===== src/rtl/cbs_pkg.sv =====
package cbs_pkg;
   typedef enum logic [1:0] {
      ST_IDLE     = 2'd0,
      ST_RD_FETCH = 2'd1,
      ST_RD_ACK   = 2'd2,
      ST_WR_ACK   = 2'd3
   } cbs_state_e;
endpackage


===== src/rtl/cbs_sync.sv =====
module cbs_sync #(
   parameter int              WIDTH   = 1,
   parameter int              STAGES  = 2,
   parameter logic [WIDTH-1:0] RST_VAL = '0
) (
   input  logic             clk,
   input  logic             rst_n,
   input  logic [WIDTH-1:0] d,
   output logic [WIDTH-1:0] q
);
   generate
      if (WIDTH < 1) begin : g_bad_width
         $error("cbs_sync: WIDTH must be at least 1");
      end
      if (STAGES == 0) begin : g_bypass
         assign q = d;
      end else begin : g_chain
         logic [WIDTH-1:0] stage_q [STAGES];
         always_ff @(posedge clk or negedge rst_n) begin
            if (!rst_n) begin
               for (int i = 0; i < STAGES; i++) stage_q[i] <= RST_VAL;
            end else begin
               stage_q[0] <= d;
               for (int i = 1; i < STAGES; i++) stage_q[i] <= stage_q[i-1];
            end
         end
         assign q = stage_q[STAGES-1];
      end
   endgenerate
endmodule


===== src/rtl/cbs_regfile.sv =====
module cbs_regfile #(
   parameter int              ADDR_W   = 11,
   parameter int              DATA_W   = 32,
   parameter int              NUM_REGS = 16,
   parameter logic [DATA_W-1:0] RST_VAL = '0
) (
   input  logic              clk,
   input  logic              rst_n,
   input  logic [ADDR_W-1:0] rf_addr,
   input  logic              rf_we,
   input  logic [DATA_W-1:0] rf_wdata,
   output logic [DATA_W-1:0] rf_rdata
);
   localparam int IDX_W = (NUM_REGS > 1) ? $clog2(NUM_REGS) : 1;

   generate
      if (NUM_REGS < 1 || NUM_REGS > (1 << ADDR_W)) begin : g_bad_depth
         $error("cbs_regfile: NUM_REGS out of range for ADDR_W");
      end
   endgenerate

   logic              hit;
   logic [IDX_W-1:0]  idx;
   logic [DATA_W-1:0] reg_q [NUM_REGS];

   assign hit = (32'(rf_addr) < NUM_REGS);
   assign idx = IDX_W'(rf_addr);

   generate
      for (genvar g = 0; g < NUM_REGS; g++) begin : g_reg
         always_ff @(posedge clk or negedge rst_n) begin
            if (!rst_n)                             reg_q[g] <= RST_VAL;
            else if (rf_we && hit && idx == IDX_W'(g)) reg_q[g] <= rf_wdata;
         end
      end
   endgenerate

   always_comb begin
      rf_rdata = '0;
      if (hit) rf_rdata = reg_q[idx];
   end

   AST_UNIMPL_READS_ZERO: assert property (@(posedge clk) disable iff (!rst_n)
      (32'(rf_addr) >= NUM_REGS) |-> (rf_rdata == '0));
endmodule


===== src/rtl/cbs_ctrl.sv =====
module cbs_ctrl
   import cbs_pkg::*;
#(
   parameter int ADDR_W = 11,
   parameter int DATA_W = 32
) (
   input  logic              clk,
   input  logic              rst_n,
   input  logic              s_sel_n,
   input  logic              s_rd_n,
   input  logic              s_wr_n,
   input  logic [ADDR_W-1:0] s_addr,
   input  logic [DATA_W-1:0] s_din,
   output logic [ADDR_W-1:0] rf_addr,
   output logic              rf_we,
   output logic [DATA_W-1:0] rf_wdata,
   input  logic [DATA_W-1:0] rf_rdata,
   output logic [DATA_W-1:0] dout,
   output logic              doe,
   output logic              rdy_n
);
   cbs_state_e        state_q, state_d;
   logic              rd_prev_q, wr_prev_q;
   logic              rd_fall, wr_fall;
   logic [ADDR_W-1:0] addr_q;
   logic [DATA_W-1:0] dout_q;

   assign rd_fall = rd_prev_q & ~s_rd_n;
   assign wr_fall = wr_prev_q & ~s_wr_n;

   always_comb begin
      state_d = state_q;
      unique case (state_q)
         ST_IDLE: begin
            if (!s_sel_n && rd_fall)      state_d = ST_RD_FETCH;
            else if (!s_sel_n && wr_fall) state_d = ST_WR_ACK;
         end
         ST_RD_FETCH: state_d = ST_RD_ACK;
         ST_RD_ACK:   if (s_rd_n) state_d = ST_IDLE;
         ST_WR_ACK:   if (s_wr_n) state_d = ST_IDLE;
         default:     state_d = ST_IDLE;
      endcase
   end

   always_ff @(posedge clk or negedge rst_n) begin
      if (!rst_n) begin
         state_q   <= ST_IDLE;
         rd_prev_q <= 1'b1;
         wr_prev_q <= 1'b1;
         addr_q    <= '0;
         dout_q    <= '0;
      end else begin
         state_q   <= state_d;
         rd_prev_q <= s_rd_n;
         wr_prev_q <= s_wr_n;
         if (state_q == ST_IDLE && !s_sel_n && (rd_fall || wr_fall))
            addr_q <= s_addr;
         if (state_q == ST_RD_FETCH)
            dout_q <= rf_rdata;
      end
   end

   assign rf_addr  = addr_q;
   assign rf_we    = (state_q == ST_WR_ACK) && s_wr_n && !s_sel_n;
   assign rf_wdata = s_din;
   assign dout     = dout_q;
   assign doe      = ~s_sel_n & ~s_rd_n;
   assign rdy_n    = !((state_q == ST_RD_ACK) || (state_q == ST_WR_ACK));

   AST_COMMIT_NEEDS_SELECT: assert property (@(posedge clk) disable iff (!rst_n)
      rf_we |-> $past(!s_sel_n && !s_wr_n));
   AST_SINGLE_COMMIT: assert property (@(posedge clk) disable iff (!rst_n)
      rf_we |=> !rf_we);
   AST_DATA_BEFORE_READY: assert property (@(posedge clk) disable iff (!rst_n)
      ($fell(rdy_n) && !s_rd_n) |-> $stable(rf_addr));
   AST_READY_RELEASE: assert property (@(posedge clk) disable iff (!rst_n)
      (!rdy_n && s_rd_n && s_wr_n) |=> rdy_n);
   AST_READY_HELD: assert property (@(posedge clk) disable iff (!rst_n)
      (!rdy_n && !s_rd_n) |=> !rdy_n);
   AST_NO_DRIVE_IN_WRITE: assert property (@(posedge clk) disable iff (!rst_n)
      (state_q == ST_WR_ACK) |-> !doe);
endmodule


===== src/rtl/cpu_bus_slave.sv =====
module cpu_bus_slave #(
   parameter int ADDR_W      = 11,
   parameter int DATA_W      = 32,
   parameter int NUM_REGS    = 16,
   parameter int SYNC_STAGES = 2
) (
   input  logic              clk,
   input  logic              rst_n,
   input  logic              bus_sel_n,
   input  logic              bus_rd_n,
   input  logic              bus_wr_n,
   input  logic [ADDR_W-1:0] bus_addr,
   input  logic [DATA_W-1:0] bus_din,
   output logic [DATA_W-1:0] bus_dout,
   output logic              bus_doe,
   output logic              bus_rdy_n
);
   localparam int CTL_W = 3;
   localparam int BUS_W = ADDR_W + DATA_W;

   generate
      if (SYNC_STAGES < 0 || SYNC_STAGES > 4) begin : g_bad_sync
         $error("cpu_bus_slave: SYNC_STAGES must be 0 to 4");
      end
   endgenerate

   logic [CTL_W-1:0]  ctl_s;
   logic [BUS_W-1:0]  bus_s;
   logic [ADDR_W-1:0] rf_addr;
   logic              rf_we;
   logic [DATA_W-1:0] rf_wdata, rf_rdata;

   cbs_sync #(.WIDTH(CTL_W), .STAGES(SYNC_STAGES), .RST_VAL('1)) u_sync_ctl (
      .clk(clk), .rst_n(rst_n),
      .d({bus_sel_n, bus_rd_n, bus_wr_n}), .q(ctl_s));

   cbs_sync #(.WIDTH(BUS_W), .STAGES(SYNC_STAGES), .RST_VAL('0)) u_sync_bus (
      .clk(clk), .rst_n(rst_n),
      .d({bus_addr, bus_din}), .q(bus_s));

   cbs_ctrl #(.ADDR_W(ADDR_W), .DATA_W(DATA_W)) u_ctrl (
      .clk(clk), .rst_n(rst_n),
      .s_sel_n(ctl_s[2]), .s_rd_n(ctl_s[1]), .s_wr_n(ctl_s[0]),
      .s_addr(bus_s[BUS_W-1:DATA_W]), .s_din(bus_s[DATA_W-1:0]),
      .rf_addr(rf_addr), .rf_we(rf_we), .rf_wdata(rf_wdata), .rf_rdata(rf_rdata),
      .dout(bus_dout), .doe(bus_doe), .rdy_n(bus_rdy_n));

   cbs_regfile #(.ADDR_W(ADDR_W), .DATA_W(DATA_W), .NUM_REGS(NUM_REGS)) u_regs (
      .clk(clk), .rst_n(rst_n),
      .rf_addr(rf_addr), .rf_we(rf_we), .rf_wdata(rf_wdata), .rf_rdata(rf_rdata));

   AST_READY_NEEDS_SELECT: assert property (@(posedge clk) disable iff (!rst_n)
      $fell(bus_rdy_n) |-> $past(!ctl_s[2]));
endmodule


===== config.mk =====
export PLATFORM = sky130hd
export DESIGN_NAME = cpu_bus_slave
export DESIGN_NICKNAME = d
export VERILOG_FILES = /design/src/rtl/cbs_pkg.sv /design/src/rtl/cbs_sync.sv /design/src/rtl/cbs_regfile.sv /design/src/rtl/cbs_ctrl.sv /design/src/rtl/cpu_bus_slave.sv
export SDC_FILE = /design/constraint.sdc
export NUM_CORES = 1
export LEC_CHECK = 0
export BUFFER_PORTS_ARGS = -buffer_cell sky130_fd_sc_hd__buf_2
export CORE_ASPECT_RATIO = 1.4
export CORE_UTILIZATION = 50
export DETAILED_ROUTE_END_ITERATION = 8
export HOLD_SLACK_MARGIN = 0.03
export MAX_ROUTING_LAYER = met4
export PLACE_DENSITY = 0.66
export SETUP_SLACK_MARGIN = 0.05
export SLEW_MARGIN = 10
export SYNTH_ARGS = -nofsm -noshare
export SYNTH_HDL_FRONTEND = slang
export SYNTH_SLANG_ARGS = --single-unit

===== constraint.sdc =====
create_clock -name clk -period 2.46 [get_ports clk]
set_input_delay 0.246 -clock clk [delete_from_list [all_inputs] [get_ports clk]]
set_output_delay 0.246 -clock clk [all_outputs]
set_load 0.01 [all_outputs]

==> flow_summary.json, run 1 <==
{
  "outcome": "finished clean",
  "max_slew_margin": 0.556,
  "fin_skew_ns": 0.0269,
  "vias_per_cell": 5.80,
  "postLayoutCoreUtil": 0.594,
  "r2r-end": "u_regs.reg_q[131]",
  "drtAntennaViolNets": 0,
  "placed_cell_area_um2": 28600,
  "synthFlopType": "dfrtp_1",
  "p_int_mw": 18.7,
  "cp_slowest_stage_delay_ns": 0.58,
  "dr.pass1.iters": 4,
  "routabilityCongestion": 0.756,
  "synth_warnings": 0,
  "min_period_over_period": 0.943,
  "drt_first_iter_violations": 777,
  "grt-ovfl-total": 0,
  "setup_ws_ns": 0.140,
  "r2r-start": "u_ctrl.rf_addr[7]",
  "setup_viol": 0,
  "synthCells": 1626,
  "power_density_nw_per_um2": 825,
  "hp-class": "primary input to async pin",
  "fin_total_pwr_mw": 25.7,
  "synth.avg_cell_area_um2": 16.4,
  "io_pins": 82,
  "r2r_slack_ns": 0.14,
  "cp-start-kind": "flop",
  "cp_max_fo": 13,
  "rsz0062_at_grt": "no",
  "stdcell_count": 2520,
  "h-tree-depth": 2,
  "hold_violations": 0,
  "grt_pass1_wl_um": 95500,
  "n_antenna_cell": 0,
  "p_leak_nw": 15.0,
  "p_sw_frac": 0.273,
  "antenna_found_initial": 0,
  "grt_max_degree": 94,
  "ys_seq_area_frac": 0.609,
  "port_buffers": 81,
  "start_util": 0.509,
  "rows": 99,
  "seq_power_share": 0.441,
  "critPathCaptureType": "flop",
  "numCtsBuffers": 61,
  "die_w_um": 197,
  "area_growth_pct": 16.7,
  "required_ns": 2.95,
  "synth-seq-cells": 651,
  "p_switching_mw": 7.04,
  "combPwrFrac": 0.169,
  "cts_setup_buffers": 0,
  "wl_um": 59900,
  "place_ws_ns": 0.0868,
  "place_inst": 2358,
  "nets": 1809,
  "cts_sinks": 651,
  "drv_cap": 0,
  "path_clk_slew_ns": 0.06,
  "async_reset_ff_frac": 1.00,
  "fin_area_um2": 31200,
  "vias": 14600,
  "synth_nets": 1674,
  "core_area_um2": 52500,
  "die-area_um2": 54400,
  "cp.arrival_ns": 2.81,
  "crit_path_frequent_cell": "buf_4",
  "min_period_ns": 2.32,
  "clk_latency_ns": 0.63,
  "irDropWorstVdd_mv": 0.693,
  "fin_worst_hold_slack_ns": 0.166,
  "drcViolationCount": 0,
  "grt_pass1_vias": 15800,
  "cts_tree": "done",
  "synth_cell_types": 34,
  "cts_buffer_depth": 3,
  "worst_pin_slew_ns": 0.666,
  "path_class": "flop to flop",
  "crit_slowest_cell": "or4_4",
  "root_buffer": "clkbuf_16",
  "clkPwrFrac": 0.391,
  "drv_slew": 0,
  "r2r_cells": 6,
  "setup_tns_ns": 0,
  "fmax_ghz": 0.431,
  "syn-cell-area_um2": 26700,
  "crit_chain": "or4_4 -> nor4b_4 -> buf_4 -> nand3b_1 -> buf_4 -> mux2_2",
  "drive_above_1_share": 0.515,
  "grt.total_usage": 0.241,
  "synth_edf_count": 0,
  "die_h_um": 276,
  "routedWlPerCell_um": 23.8,
  "place_hpwl_um": 35500
}
## repair_timing
item	CTS	global route
hold endpoints to repair	303	0
hold buffers	47	0
setup endpoints to repair	0	55
gates resized for setup	0	2
## state kept, by name, summed over array words and instances (netlist names)
signal,count
u_ctrl.dout,32
u_regs.reg_q,512
u_ctrl.rd_prev_q,1
u_sync_bus.g_chain.stage_q,43
u_sync_bus.q,43
u_ctrl.wr_prev_q,1
u_sync_ctl.g_chain.stage_q,3
u_ctrl.state_q,2
u_ctrl.rf_addr,11
u_sync_ctl.q,3
## power by group through the flow
stage	Clock [mW]	Combinational (mW)	Sequential, mW
2_1_floorplan	0	2.76	11.3
3_3_place_gp	0	4.34	11.5
3_5_place_dp	0	4.36	11.5
4_1_cts	10.3	4.43	11.3
5_1_grt	10.7	4.67	11.4
6_report	10.1	4.34	11.3
## worst max-delay path by stage
stage / cells past startpoint / endpoint / start
global placement: 6 / u_regs.reg_q[146] / u_ctrl.rf_addr[7]
finish: 6 / u_regs.reg_q[131] / u_ctrl.rf_addr[7]
floorplan: 6 / u_regs.reg_q[1] / u_ctrl.rf_addr[7]
detailed placement: 6 / u_regs.reg_q[144] / u_ctrl.rf_addr[7]
global route: 6 / u_regs.reg_q[131] / u_ctrl.rf_addr[7]
CTS: 6 / u_regs.reg_q[131] / u_ctrl.rf_addr[7]
## area by class of cell
cell class                 instances  area [µm²]
tap                              707         885
sequential                       651       16300
inverter                           2        7.51
multi-input combinational        835        9940
clock buffer                      99        1930
clock inverter                    16         246
fill                            4083       21300
timing repair buffer             210        1900
## cells in the mapped netlist (all sizes together), types with 2 or more instances
cell / count / area [µm²]
or2: 3 / 18.8
clkbuf: 69 / 259
nor2b: 5 / 31.3
or3: 2 / 12.5
nand2: 36 / 135
nand2b: 4 / 25.0
inv: 2 / 7.51
nand3b: 2 / 15.0
o22ai: 52 / 325
nor2: 16 / 60.1
buf: 69 / 340
nand4: 4 / 25.0
mux2: 523 / 5890
mux2i: 4 / 40.0
o21ai: 15 / 75.1
mux4: 126 / 2840
o31ai: 20 / 150
dfstp: 8 / 210
nor3: 2 / 10.0
o221ai: 11 / 96.3
dfrtp: 643 / 16100
## cells by family (layout without fill, tap and decap cells)
family / after synthesis / in the layout / synth area share
compound gates: 101 / 101 / 0.0251
buf+inv: 140 / 327 / 0.0227
mux: 653 / 653 / 0.328
simple gates: 81 / 81 / 0.0149
flops: 651 / 651 / 0.609
## worst max-delay path, delay by kind of cell (launching register included)
family	cells	cell delay, ns
multiplexers	1	0.30
flip-flops	1	0.40
AND/OR/NAND/NOR	3	1.04
buffers and inverters	2	0.45
## layout by cell type (no fill, tap or decap), types with 6 or more instances in the layout
cell	count
nor2_4	10
dlygate4sd3_1	47
clkbuf_8	22
o31ai_1	20
buf_4	50
dfstp_2	8
o22ai_1	52
mux4_2	126
nand2_1	35
mux2_1	11
o221ai_1	11
nor2_1	6
dfrtp_1	641
buf_12	32
clkbuf_16	63
clkbuf_1	14
o21ai_0	15
bufinv_16	6
mux2_2	512
buf_2	80
## metal layers
metal / vias up / global-route usage / routed length, µm
met3: 112 / 0.0352 / 2010
met2: 251 / 0.392 / 30300
li1: 6281 / - / -
met4: 0 / 0.0755 / 1680
met1: 7975 / 0.313 / 25900
met5: - / - / 0
No activity file was read; power rests on OpenSTA's default activity.
==> inputs of run 2 (changes only) <==
- SYNTH_HIERARCHICAL: not set -> 1
==> run 2 against run 1 <==
  * Routed wire length grew 7.7%
  * Die area grew 5.2%
  * Flip-flop and latch count is the same
  * Clock-buffer cell count shrank 4
  * Synthesized cell count grew 8.2%
  * Critical path depth shrank 1
  * Cell count grew 3.4%
  * Sequential share of layout area shrank 1.2 points
  * Hold slack gained 0.042 ns
  * Sequential power is essentially flat
  * First-iteration DRC count shrank 4.8%
  * Clock skew shrank 0.0045 ns
  * Largest cell class unchanged
==> flow_summary.json, run 2 <==
{
  "fin_skew_ns": 0.0223,
  "cp_max_fo": 31,
  "routabilityCongestion": 0.771,
  "largest_reg_flops": 512,
  "grt_pass1_wl_um": 101000,
  "die-area_um2": 57200,
  "synth_warnings": 6,
  "dr.pass1.iters": 6,
  "drv_slew": 0,
  "grt-ovfl-total": 0,
  "wl_um": 64600,
  "cts_tree": "done",
  "cts_setup_buffers": 0,
  "grt.total_usage": 0.244,
  "synth_top_area_cell": "dfrtp_1",
  "syn-cell-area_um2": 28100,
  "place_ws_ns": 0.141,
  "io_pins": 82,
  "required_ns": 2.94,
  "n_antenna_cell": 0,
  "stdcell_count": 2605,
  "max_slew_margin": 0.542,
  "yosysMostFrequentCell": "dfrtp_1",
  "path_clk_slew_ns": 0.06,
  "setup_viol": 0,
  "r2r-start": "u_ctrl/rf_addr[7]",
  "power_density_nw_per_um2": 798,
  "place_hpwl_um": 38100,
  "layout_common_cells": "dfrtp_1, mux2_2, mux4_2",
  "synth_edf_count": 0,
  "drtAntennaViolNets": 0,
  "rows": 102,
  "fin_worst_hold_slack_ns": 0.208,
  "area_growth_pct": 13.6,
  "n_fill_cell": 4321,
  "synth.top_cell.area_share": 0.572,
  "core_area_um2": 55500,
  "h-tree-depth": 3,
  "hold_violations": 0,
  "antenna_found_initial": 0,
  "vias": 15000,
  "ys_seq_area_frac": 0.579,
  "drive_above_1_share": 0.511,
  "drt_first_iter_violations": 740,
  "clk_latency_ns": 0.60,
  "port_buffers": 81,
  "cp-start-kind": "flop",
  "place_inst": 2440,
  "postLayoutCoreUtil": 0.576,
  "routedWlPerCell_um": 24.8,
  "path_class": "flop to flop",
  "die_w_um": 203,
  "async_reset_ff_frac": 1.00,
  "yosys-top-cells-area": "dfrtp_1, mux2_2, mux4_2",
  "synth_nets": 1807,
  "drcViolationCount": 0,
  "irDropWorstVdd_mv": 0.511,
  "crit_start": "u_ctrl/rf_addr[7]",
  "worst_pin_slew_ns": 0.687,
  "min_period_over_period": 0.944,
  "hp-class": "primary input to async pin",
  "cts_sinks": 651,
  "min_period_ns": 2.32,
  "mostFrequentLayoutCell": "dfrtp_1",
  "numCtsBuffers": 66,
  "outcome": "finished clean",
  "nets": 1875,
  "synthCells": 1759,
  "p_leak_nw": 15.4,
  "synth_common_cells": "dfrtp_1, mux2_2, buf_4, mux4_2, mux2i_1",
  "grt_max_degree": 83,
  "vias_per_cell": 5.76,
  "root_buffer": "clkbuf_16",
  "synth_cell_types": 39,
  "synthFlopType": "dfrtp_1",
  "start_util": 0.507,
  "critPathCaptureType": "flop",
  "grt_pass1_vias": 16700,
  "synth-seq-cells": 651,
  "drv_cap": 0,
  "setup_tns_ns": 0,
  "cp.arrival_ns": 2.80,
  "fmax_ghz": 0.431,
  "die_h_um": 283,
  "cts_buffer_depth": 3,
  "rsz0062_at_grt": "no",
  "largest-register": "u_regs/reg_q",
  "setup_ws_ns": 0.137,
  "synth.avg_cell_area_um2": 16.0
}
-- run 2: worst paths after layout --
path                       slack, ns                        endpoint  depth (start not counted)
max                             0.14               u_regs/reg_q[188]                          5
min                             0.21  u_sync_bus/g_chain.stage_q[69]                          2
max in group asynchronous       1.28                 u_ctrl/dout[13]                          3
min reg2reg                     0.35                u_sync_bus/q[16]                          0
min in group clk                0.28  u_sync_bus/g_chain.stage_q[75]                          2
max reg2reg                     0.14               u_regs/reg_q[188]                          5
-- run 2: cell families after synthesis --
| kind of cell | synth area share |
|---|---|
| AND/OR/NAND/NOR | 0.0151 |
| multiplexers | 0.334 |
| flip-flops | 0.579 |
| AO/OA/AOI/OAI | 0.0217 |
| buffers and inverters | 0.0497 |
-- run 2: report_power, final --
part | total (mW) | switching (mW) | internal, mW
logic | 4.23 | 2.47 | 1.76
registers | 11.2 | 0.285 | 10.9
clock network | 10.1 | 4.20 | 5.86
total | 25.5 | 6.95 | 18.6
-- run 2: area by class of cell --
class / instances / area [µm²] / share of cell area
inverters: 1 / 3.75 / 0.000117
repair buffers: 213 / 2020 / 0.0631
multi-input cells: 894 / 10600 / 0.330
flip-flops and latches: 651 / 16300 / 0.510
well taps: 728 / 911 / 0.0285
clock inverters: 23 / 264 / 0.00826
clock buffers: 95 / 1910 / 0.0598
-- run 2: repair_timing --
| action | 4_1_cts | 5_1_grt |
|---|---|---|
| gates resized for setup | 0 | 1 |
| hold endpoints to repair | 95 | 0 |
| endpoints found under the setup margin | 0 | 1 |
| hold buffers | 47 | 0 |
-- run 2: through the flow --
stage / area, µm² / power, mW
after floorplan: 28100 / 14.0
after global placement: 29300 / 15.6
after detailed placement: 29300 / 15.6
after CTS: 32000 / 25.9
after global routing: 32000 / 26.5
final: 32000 / 25.5
-- run 2: metal layers --
layer / track usage / vias to the layer above / part of all wire
met5: - / - / 0
li1: - / 6465 / -
met4: 0.0949 / 0 / 0.032
met3: 0.0279 / 121 / 0.029
met2: 0.417 / 286 / 0.53
met1: 0.298 / 8144 / 0.41
-- run 2: worst max-delay path, cell delays in order, from the launching register on --
cell and delay, ns:
dfrtp_1 0.40, nor4_4 0.51, nand3_1 0.37, nor2_4 0.24
buf_12 0.29, mux2_2 0.38
==> inputs of run 3 (changes only) <==
--- a/config.mk
+++ b/config.mk
@@ -9,3 +9,3 @@
 export CORE_ASPECT_RATIO = 1.4
-export CORE_UTILIZATION = 50
+export CORE_UTILIZATION = 40
 export DETAILED_ROUTE_END_ITERATION = 8
@@ -13,3 +13,2 @@
 export MAX_ROUTING_LAYER = met4
-export PLACE_DENSITY = 0.66
 export SETUP_SLACK_MARGIN = 0.05
==> constraint.sdc (replaced) <==
create_clock -name clk -period 2.4 [get_ports clk]
set_input_delay 0.24 -clock clk [delete_from_list [all_inputs] [get_ports clk]]
set_output_delay 0.24 -clock clk [all_outputs]
set_load 0.02 [all_outputs]
==> run 3 against run 2 <==
  * Sequential power grew 4%
  * Combinational power grew 2%
  * Die area rose by 25%
  * Hold slack got worse by 0.053 ns
  * Power is 6.7% higher
  * First-iteration DRC count rose by 9.6%
  * Fmax is 1.5% higher
  * Via count about the same
  * Largest cell class unchanged
  * Clock power rose by 12%
  * Utilization is 11 points lower
  * Clock skew is 0.0012 ns lower
==> flow_summary.json, run 3 (synthesis results as in run 2) <==
{
  "outcome": "finished clean",
  "path_clk_slew_ns": 0.06,
  "wl_um": 66800,
  "die_w_um": 226,
  "wl_met3_um": 1870,
  "cts_buffer_depth": 3,
  "path_class": "flop to flop",
  "routabilityCongestion": 0.819,
  "vias": 15000,
  "dr.pass1.iters": 5,
  "core_area_um2": 69300,
  "grt.total_usage": 0.202,
  "fmax_ghz": 0.437,
  "die-area_um2": 71400,
  "root_buffer": "clkbuf_16",
  "hp-class": "primary input to async pin",
  "drv_cap": 0,
  "h-tree-depth": 3,
  "crit_slowest_cell": "dfrtp_4",
  "r2r_cells": 6,
  "min_period_ns": 2.29,
  "clk_latency_ns": 0.62,
  "p_leak_nw": 15.5,
  "fin_area_um2": 32500,
  "cts_setup_buffers": 0,
  "drtAntennaViolNets": 0,
  "setup_tns_ns": 0,
  "irDropWorstVdd_mv": 0.484,
  "drt_first_iter_violations": 811,
  "drive_above_1_share": 0.521,
  "layout_common_cells": "dfrtp_1, mux2_2, mux4_2",
  "critPathBufInv": 2,
  "place_inst": 2651,
  "grt_pass1_vias": 17000,
  "drv_slew": 0,
  "n_antenna_cell": 0,
  "die_h_um": 316,
  "rows": 114,
  "grt_max_degree": 104,
  "cts_tree": "done",
  "min_period_over_period": 0.953,
  "rsz0062_at_grt": "yes",
  "antenna_found_initial": 0,
  "hold_violations": 0,
  "stdcell_count": 2822,
  "r2r-end": "u_regs/reg_q[41]",
  "mostFrequentLayoutCell": "dfrtp_1",
  "r2r-start": "u_ctrl/rf_addr[0]",
  "io_pins": 82,
  "fin_skew_ns": 0.0211,
  "crit_family": "simple AND/OR/NAND/NOR gates",
  "r2r_slack_ns": 0.11,
  "cp-start-kind": "flop",
  "top_layer": "met4",
  "crit_chain": "buf_4 -> nor2b_1 -> nand3_1 -> nor2_4 -> buf_12 -> mux2_2",
  "required_ns": 2.89,
  "power_density_nw_per_um2": 837,
  "port_buffers": 81,
  "cp_max_fo": 23,
  "largest_reg_flops": 512,
  "vias_per_cell": 5.32,
  "numCtsBuffers": 67,
  "start_util": 0.406,
  "critPathCaptureType": "flop",
  "grt_pass1_wl_um": 105000,
  "drcViolationCount": 0,
  "placed_cell_area_um2": 29600,
  "max_slew_margin": 0.586,
  "largest-register": "u_regs/reg_q",
  "dr_wl_met2_um": 35500,
  "setup_viol": 0,
  "grt-ovfl-total": 0,
  "cts_sinks": 651,
  "wl_met1_um": 27600,
  "place_hpwl_um": 41100,
  "cp.arrival_ns": 2.78,
  "cp_slowest_stage_delay_ns": 0.56,
  "routedWlPerCell_um": 23.7,
  "nets": 1887,
  "area_growth_pct": 15.6,
  "worst_pin_slew_ns": 0.620
}
[run 3: cell types whose count changed in the layout (fill, tap and decap cells not counted), sizes merged]
cell | before | now
clkinvlp | 3 | 4
buf | 166 | 177
clkbuf | 95 | 88
clkinv | 12 | 17
bufinv | 4 | 11
[run 3: how the worst max path moves through the flow]
stage	cells past startpoint	to	start	slack, ns
floorplan	6	u_regs/reg_q[449]	u_sync_ctl/q[0]	0.08
global placement	6	u_ctrl/dout[21]	u_ctrl/rf_addr[0]	0.10
detailed placement	6	u_ctrl/dout[21]	u_ctrl/rf_addr[0]	0.09
CTS	6	u_ctrl/dout[21]	u_ctrl/rf_addr[0]	0.08
global route	6	u_regs/reg_q[430]	u_sync_ctl/q[0]	0.05
finish	6	u_regs/reg_q[41]	u_ctrl/rf_addr[0]	0.11
[run 3: routing by layer]
layer,global-route usage,up-vias
met5,-,-
met4,0.0728,0
met3,0.0246,116
met2,0.349,263
met1,0.243,8152
li1,-,6488
[run 3: layout make-up]
cell class / instances / area, µm²
fill: 6055 / 36800
multi-input combinational: 894 / 10600
sequential: 651 / 16300
inverter: 1 / 3.75
timing repair buffer: 224 / 2070
clock inverter: 36 / 503
clock buffer: 88 / 1920
tap: 928 / 1160
[run 3: through the flow]
| stage | power (mW) | hold slack, ns | worst slack [ns] | util |
|---|---|---|---|---|
| floorplan | 14.4 | -0.0556 | 0.0837 | - |
| global placement | 16.1 | 0.224 | 0.102 | 0.427 |
| detailed placement | 16.1 | 0.224 | 0.0933 | 0.427 |
| CTS | 27.6 | 0.157 | 0.0825 | 0.469 |
| global route | 28.3 | 0.199 | 0.0484 | 0.469 |
| finish | 27.2 | 0.155 | 0.112 | 0.469 |
[run 3: report_power, final]
part | leakage (nW) | internal, mW | switching, mW | total (mW)
sequential | 8.84 | 11.2 | 0.378 | 11.6
clock | 1.19 | 6.87 | 4.46 | 11.3
combinational | 5.51 | 1.86 | 2.46 | 4.32
total | 15.5 | 19.9 | 7.30 | 27.2
[run 3: repair_timing]
action                                  4_1_cts  5_1_grt
resized for setup                             0        3
hold buffers                                 47        0
endpoints found under the setup margin        0       10
hold endpoints to repair                    166        0
